<file path="config.mk">
export PLATFORM = sky130hd
export DESIGN_NAME = mfgpio_port
export DESIGN_NICKNAME = d
export VERILOG_FILES = /design/src/rtl/mfgpio_pkg.sv /design/src/rtl/mfgpio_sync.sv /design/src/rtl/mfgpio_decode.sv /design/src/rtl/mfgpio_regs.sv /design/src/rtl/mfgpio_port.sv
export SDC_FILE = /design/constraint.sdc
export NUM_CORES = 1
export LEC_CHECK = 0
export CELL_PAD_IN_SITES_DETAIL_PLACEMENT = 2
export CELL_PAD_IN_SITES_GLOBAL_PLACEMENT = 2
export CORE_UTILIZATION = 35
export CTS_CLUSTER_DIAMETER = 200
export CTS_CLUSTER_SIZE = 40
export DETAILED_ROUTE_END_ITERATION = 8
export PLACE_DENSITY_LB_ADDON = 0.1
export RECOVER_POWER = 100
export SLEW_MARGIN = 20
export SYNTH_ARGS = -nofsm -noshare
export SYNTH_HDL_FRONTEND = slang
export SYNTH_SLANG_ARGS = --single-unit
export TNS_END_PERCENT = 1
</file>
<file path="constraint.sdc">
create_clock -name clk -period 1.9 [get_ports clk]
set_input_delay 0.38 -clock clk [delete_from_list [all_inputs] [get_ports clk]]
set_output_delay 0.38 -clock clk [all_outputs]
set_load 0.05 [all_outputs]
</file>
<file path="src/rtl/mfgpio_pkg.sv">
`timescale 1ns/1ps
package mfgpio_pkg;
    localparam int WORD_W = 3;

    typedef enum logic [WORD_W-1:0] {
        W_DIR  = 3'd0,
        W_RSV1 = 3'd1,
        W_RSV2 = 3'd2,
        W_RSV3 = 3'd3,
        W_MASK = 3'd4,
        W_PIN  = 3'd5,
        W_SET  = 3'd6,
        W_CLR  = 3'd7
    } word_e;

    typedef enum logic [0:0] {
        BUS_IDLE  = 1'b0,
        BUS_RDATA = 1'b1
    } bus_state_e;

    typedef struct packed {
        logic dir;
        logic mask;
        logic pin;
        logic set;
        logic clr;
    } sel_t;
endpackage

</file>
<file path="src/rtl/mfgpio_sync.sv">
`timescale 1ns/1ps
module mfgpio_sync #(
    parameter int WIDTH  = 32,
    parameter int STAGES = 2
) (
    input  logic             clk,
    input  logic             rst_n,
    input  logic [WIDTH-1:0] async_in,
    output logic [WIDTH-1:0] sync_out
);
    logic [WIDTH-1:0] stg [STAGES];

    generate
        for (genvar s = 0; s < STAGES; s++) begin : g_stage
            if (s == 0) begin : g_first
                always_ff @(posedge clk or negedge rst_n) begin
                    if (!rst_n) stg[0] <= '0;
                    else        stg[0] <= async_in;
                end
            end else begin : g_next
                always_ff @(posedge clk or negedge rst_n) begin
                    if (!rst_n) stg[s] <= '0;
                    else        stg[s] <= stg[s-1];
                end
            end
        end
    endgenerate

    assign sync_out = stg[STAGES-1];
endmodule

</file>
<file path="src/rtl/mfgpio_decode.sv">
`timescale 1ns/1ps
module mfgpio_decode
    import mfgpio_pkg::*;
(
    input  logic [WORD_W-1:0] word,
    output sel_t              sel
);
    word_e w;
    assign w = word_e'(word);

    always_comb begin
        sel = '0;
        unique case (w)
            W_DIR:  sel.dir  = 1'b1;
            W_MASK: sel.mask = 1'b1;
            W_PIN:  sel.pin  = 1'b1;
            W_SET:  sel.set  = 1'b1;
            W_CLR:  sel.clr  = 1'b1;
            W_RSV1, W_RSV2, W_RSV3: sel = '0;
        endcase
    end
endmodule

</file>
<file path="src/rtl/mfgpio_regs.sv">
`timescale 1ns/1ps
module mfgpio_regs
    import mfgpio_pkg::*;
#(
    parameter int WIDTH = 32,
    localparam int LANES = WIDTH / 8
) (
    input  logic             clk,
    input  logic             rst_n,
    input  logic             wr_en,
    input  sel_t             sel,
    input  logic [LANES-1:0] be,
    input  logic [WIDTH-1:0] wdata,
    output logic [WIDTH-1:0] dir_o,
    output logic [WIDTH-1:0] mask_o,
    output logic [WIDTH-1:0] out_o
);
    logic [WIDTH-1:0] dir_q, mask_q, out_q;
    logic [WIDTH-1:0] lane_bits;
    logic [WIDTH-1:0] eff_bits;

    generate
        for (genvar k = 0; k < LANES; k++) begin : g_lane
            assign lane_bits[8*k +: 8] = {8{be[k]}};
        end
    endgenerate

    // bits that a pin/set/clear write may touch
    assign eff_bits = lane_bits & ~mask_q;

    always_ff @(posedge clk or negedge rst_n) begin
        if (!rst_n) begin
            dir_q  <= '0;
            mask_q <= '0;
            out_q  <= '0;
        end else if (wr_en) begin
            if (sel.dir)  dir_q  <= (dir_q & ~lane_bits) | (wdata & lane_bits);
            if (sel.mask) mask_q <= (mask_q & ~lane_bits) | (wdata & lane_bits);
            if (sel.pin)  out_q  <= (out_q & ~eff_bits) | (wdata & eff_bits);
            if (sel.set)  out_q  <= out_q | (wdata & eff_bits);
            if (sel.clr)  out_q  <= out_q & ~(wdata & eff_bits);
        end
    end

    assign dir_o  = dir_q;
    assign mask_o = mask_q;
    assign out_o  = out_q;


    reset_zero_chk: assert property (@(posedge clk)
        !rst_n |=> (dir_q == '0 && mask_q == '0 && out_q == '0));


    masked_hold_chk: assert property (@(posedge clk) disable iff (!rst_n)
        ((out_q ^ $past(out_q)) & $past(mask_q)) == '0);


    dir_only_on_write_chk: assert property (@(posedge clk) disable iff (!rst_n)
        (dir_q != $past(dir_q)) |-> ($past(wr_en) && $past(sel.dir)));
endmodule

</file>
<file path="src/rtl/mfgpio_port.sv">
`timescale 1ns/1ps
module mfgpio_port
    import mfgpio_pkg::*;
#(
    parameter int WIDTH = 32,
    parameter int SYNC_STAGES = 2,
    localparam int LANES = WIDTH / 8
) (
    input  logic              clk,
    input  logic              rst_n,
    input  logic              bus_req,
    input  logic              bus_we,
    input  logic [WORD_W-1:0] bus_word,
    input  logic [LANES-1:0]  bus_be,
    input  logic [WIDTH-1:0]  bus_wdata,
    output logic              bus_ready,
    output logic              bus_rvalid,
    output logic [WIDTH-1:0]  bus_rdata,
    input  logic [WIDTH-1:0]  pin_in,
    output logic [WIDTH-1:0]  pin_out,
    output logic [WIDTH-1:0]  pin_oe
);
    bus_state_e       state_q, state_d;
    sel_t             sel, rd_sel_q;
    logic             accept, wr_en, rd_acc;
    logic [WIDTH-1:0] dir_w, mask_w, out_w, pins_sync;
    logic [WIDTH-1:0] rd_mux, rdata_q;

    mfgpio_decode u_decode (
        .word (bus_word),
        .sel  (sel)
    );

    mfgpio_sync #(.WIDTH(WIDTH), .STAGES(SYNC_STAGES)) u_sync (
        .clk      (clk),
        .rst_n    (rst_n),
        .async_in (pin_in),
        .sync_out (pins_sync)
    );

    mfgpio_regs #(.WIDTH(WIDTH)) u_regs (
        .clk    (clk),
        .rst_n  (rst_n),
        .wr_en  (wr_en),
        .sel    (sel),
        .be     (bus_be),
        .wdata  (bus_wdata),
        .dir_o  (dir_w),
        .mask_o (mask_w),
        .out_o  (out_w)
    );

    assign accept = bus_req && (state_q == BUS_IDLE);
    assign wr_en  = accept && bus_we;
    assign rd_acc = accept && !bus_we;

    // next-state logic
    always_comb begin
        state_d = state_q;
        unique case (state_q)
            BUS_IDLE:  if (rd_acc) state_d = BUS_RDATA;
            BUS_RDATA: state_d = BUS_IDLE;
        endcase
    end

    // state register
    always_ff @(posedge clk or negedge rst_n) begin
        if (!rst_n) state_q <= BUS_IDLE;
        else        state_q <= state_d;
    end

    // read mux: masked pins read as zero, clear register reads as zero
    always_comb begin
        rd_mux = '0;
        if (sel.dir)  rd_mux = dir_w;
        if (sel.mask) rd_mux = mask_w;
        if (sel.pin)  rd_mux = pins_sync & ~mask_w;
        if (sel.set)  rd_mux = out_w;
    end

    // output process: capture read data on accept
    always_ff @(posedge clk or negedge rst_n) begin
        if (!rst_n) begin
            rdata_q  <= '0;
            rd_sel_q <= '0;
        end else if (rd_acc) begin
            rdata_q  <= rd_mux;
            rd_sel_q <= sel;
        end
    end

    assign bus_ready  = (state_q == BUS_IDLE);
    assign bus_rvalid = (state_q == BUS_RDATA);
    assign bus_rdata  = rdata_q;
    assign pin_out    = out_w;
    assign pin_oe     = dir_w;


    rvalid_single_chk: assert property (@(posedge clk) disable iff (!rst_n)
        bus_rvalid |=> !bus_rvalid);


    read_gets_response_chk: assert property (@(posedge clk) disable iff (!rst_n)
        (bus_req && bus_ready && !bus_we) |=> bus_rvalid);


    write_no_response_chk: assert property (@(posedge clk) disable iff (!rst_n)
        (bus_req && bus_ready && bus_we) |=> !bus_rvalid);


    pin_read_masked_chk: assert property (@(posedge clk) disable iff (!rst_n)
        (bus_rvalid && rd_sel_q.pin) |-> ((bus_rdata & mask_w) == '0));


    clr_reads_zero_chk: assert property (@(posedge clk) disable iff (!rst_n)
        (bus_rvalid && rd_sel_q.clr) |-> (bus_rdata == '0));
endmodule

</file>
### After elaboration in Yosys (flattened, before gate mapping)

Index checks and enable logic that the tools add are counted.

* register bits after elaboration: 193
* input port bits: 75
* logic and storage cells: 51

* equality and inequality tests: 4
* mux-type cells: 14
* bitwise logic cells: 17
* reductions and logical operators: 9

Operator list (number)
* $and 32x32->32: 8
* $mux 32: 7
* $not 32->32: 4
* $or 32x32->32: 4
* $eq 3x3->1 const B: 4
* $mux 1: 6
* $reduce_and 2->1: 3
* $logic_and 1x1->1: 3
* $logic_not 3->1: 1
* $reduce_bool 3->1: 1
* $pmux 1 s2: 1
* $logic_not 1->1: 1
* $not 1->1: 1

### Depth between registers and ports, before layout

* depth after elaboration: 8
* gate-level depth with buffers: 6
* mapped depth without buffers: 3

### By module

Synthesis repeated with hierarchy kept, for this count alone.

* cell total of the unflattened synthesis: 695
* area, all modules: 8677.1 um^2

Modules (own cells, without submodules)
* mfgpio_regs: times used 1, cells an instance 299, area each 4035.1 um^2
* mfgpio_port: times used 1, cells an instance 295, area each 2757.6 um^2
* mfgpio_sync: times used 1, cells an instance 96, area each 1841.8 um^2
* mfgpio_decode: times used 1, cells an instance 5, area each 42.5 um^2

### Least setup slack after synthesis

No wires, ideal clock.

* path type: reg-to-reg
* from: register state_q, in the netlist bus_rvalid
* to: register rdata_q[0], in the netlist bus_rdata[0]
* setup time: 0.141 ns
* data arrival time: 1.641 ns
* required time: 1.759 ns
* path slack: 0.117 ns
* stages on the path, launching flop included: 6
* path buffers: 2
* period minus slack after synthesis: 1.783 ns
* cells stage by stage: dfrtp_1 or4b_4 buf_6 buf_6 o32ai_2 a31oi_1

* word-level cells in the longest chain between the ends: 3

RTL lines
* start: declaration: RTL line mfgpio_port.sv:23 `bus_state_e state_q, state_d;`
* start signal: assignment: RTL line mfgpio_port.sv:69 `else state_q <= state_d;`
* $not 1->1: RTL line mfgpio_port.sv:53 `assign accept = bus_req && (state_q == BUS_IDLE);`
* $logic_and 1x1->1: RTL line mfgpio_port.sv:53
* $logic_and 1x1->1: RTL line mfgpio_port.sv:55 `assign rd_acc = accept && !bus_we;`
* end signal: assignment: RTL line mfgpio_port.sv:87 `rdata_q <= rd_mux;`
* end: declaration: RTL line mfgpio_port.sv:27 `logic [WIDTH-1:0] rd_mux, rdata_q;`

Every way passes these cells.
A chain may end at the register's enable or synchronous reset.

==> results_dict.tcl <==
set metrics [dict create \
    syn_to_final_growth_pct 25.5 \
    routed_wl_um 27700 \
    status "finished clean" \
    fp.dieH_um 159 \
    p_per_area_nw_per_um2 1160 \
    final_nets 910 \
    yosysSeqAreaShare 0.563 \
    leakagePower_nw 4.55 \
    antenna_found_initial 1 \
    yosysUniqueCellTypes 28 \
    worstSetupPathType "register to register" \
    stdcell_count 1166 \
    startpoint_type "register" \
    hp-class "register to register" \
    period_needed_ps 1780 \
    report.final.slew_viol_count 0 \
    hpwlAfterDp_um 18600 \
    die-width_um 159 \
    setup_viol 0 \
    wire_per_inst_um 23.8 \
    die_area_sq_um 25200 \
    cp_data_required_time_ps 2210 \
    io_buffers 172 \
    drive_gt1_frac 0.257 \
    grt.total_usage 0.232 \
    final_cell_mix "dfrtp_1 (193), o21ai_0 (64), mux2_2 (64)" \
    start_util 0.361 \
    rsz0062_at_grt "no" \
    postCtsSetupRepairBufs 0 \
    vias_per_cell 5.60 \
    grt_remaining_overflow 0 \
    r2r_setup_slack_ps 120 \
    dp.cells 1134 \
    utilization 0.454 \
    fin_skew_ps 10.8 \
    cap_viol_max_count 0 \
    cts_max_level 4 \
    critPathMaxFanout 8 \
    worstPathArrival_ps 2100 \
    cts_buffers 17 \
    relSlewSlack 0.183 \
    clock_path_buffers 2 \
    cp-end-kind "register" \
    fp.coreArea_sq_um 23800 \
    final-hold-violation-count 0 \
    place_congestion 0.763 \
    grt_pass1_vias 7366 \
    min_path_cells 0 \
    min_period_over_period 0.938 \
    cts_tree "yes" \
    clkTransAtPathRegs_ps 70 \
    grt_max_degree 67 \
    syn_inst 655 \
    yosysWarnings 0 \
    postRouteAntennaNets 0 \
    clock.fmax_mhz 561 \
    vias 6527 \
    num_antenna_cells 0 \
    grt_pass1_wl_um 43600 \
    r2r_cells 4 \
    drt_first_pass_iters 4 \
    worst_pin_slew_ps 1230 \
    rows 56 \
    synth_area_sq_um 8580 \
    final_common_cell "dfrtp_1" \
    syn_avg_cell_area_sq_um 13.1 \
    cts_root_buffer "clkbuf_16" \
    ios 173 \
    ys_seq_elements 193 \
    drtIter0Drc 254 \
    syn-num-nets 730 \
    clock_latency_ps 440 \
    r2r-start "bus_rvalid" \
    min_to "u_sync.sync_out[1]" \
    hp-start "u_sync.stg[33]" \
    peakVddDrop_mv 0.623 \
    remaining_drc_errors 0 \
    clkSinkCount 193 \
]
cell usage after synthesis (all sizes together):
| cell type | count | share of area |
|---|---|---|
| o32ai | 32 | 0.059 |
| or4b | 1 | 0.0016 |
| nor3b | 1 | 0.00087 |
| nor2b | 1 | 0.00073 |
| nor4bb | 1 | 0.0012 |
| nand3 | 12 | 0.012 |
| nand4b | 33 | 0.034 |
| a21o | 32 | 0.028 |
| clkbuf | 32 | 0.014 |
| o21ai | 68 | 0.040 |
| inv | 1 | 0.00044 |
| o41ai | 32 | 0.033 |
| nand2b | 32 | 0.023 |
| dfrtp | 193 | 0.56 |
| and4b | 1 | 0.0012 |
| xor2 | 1 | 0.0010 |
| or3b | 32 | 0.033 |
| nor2 | 1 | 0.00073 |
| nand2 | 1 | 0.00044 |
| buf | 20 | 0.015 |
| a31oi | 32 | 0.023 |
| and3b | 32 | 0.033 |
| mux2 | 64 | 0.084 |
metrics by stage:
stage	power, W	setup slack, ps	area, sq um	hold slack [ps]	TNS [ps]
after floorplan	0.00776	117	8580	84.4	0
after global placement	0.00921	-243	10800	333	-14420
after detailed placement	0.00937	-334	10800	337	-23550
after CTS	0.0130	78.3	11300	349	0
after global routing	0.0130	6.71	10800	357	0
final	0.0125	118	10800	349	0
what timing repair did:
action,in CTS,in global routing
hold buffers,1,0
endpoints found under the hold margin,42,0
resized for setup,11,2
setup endpoints to repair,11,2
cell families (layout without fill, tap and decap cells):
logic type             after synthesis  in the layout  share of synthesized area
AO/OA/AOI/OAI                      196            196                      0.182
flip-flops                         193            193                      0.563
AND/OR/NAND/NOR                    148            148                      0.141
multiplexers                        64             64                     0.0840
buffers and inverters               53            245                     0.0293
XOR/XNOR                             1              1                    0.00102
area by class of cell:
class | count | area [sq um]
fillers | 2402 | 13000
inverters | 1 | 3.75
clock inverters | 13 | 144
multi-input cells | 409 | 3340
flip-flops and latches | 193 | 4830
clock buffers | 18 | 439
repair buffers | 213 | 1620
well taps | 319 | 399
metal layers:
layer,share of wire,routed length (um),track usage,vias up
li1,-,-,-,2882
met4,0.013,360,0.0668,2
met1,0.45,12400,0.305,3459
met2,0.51,14000,0.397,160
met3,0.032,879,0.0324,24
met5,0.00043,12,0,-
critical path: stages, from the launching register on:
cell      delay, ps
dfrtp_1         500
and4b_1         310
clkbuf_2        220
nand3_2         270
mux2_2          360
worst max path at each step:
| stage | start | end | slack, ps | cells after the start |
|---|---|---|---|---|
| CTS | bus_rvalid | register | 80 | 4 |
| floorplan | bus_rvalid | bus_rdata[0] | 120 | 5 |
| global placement | bus_req | register | -240 | 5 |
| finish | bus_rvalid | register | 120 | 4 |
| global route | bus_rvalid | register | 7 | 4 |
| detailed placement | bus_req | register | -330 | 5 |
where the power goes:
group	switching, W	total (W)	internal [W]
Clock	0.00176	0.00365	0.00189
Sequential	0.000596	0.00533	0.00473
Combinational	0.00245	0.00348	0.00103
No activity file was read; power rests on OpenSTA's default activity.
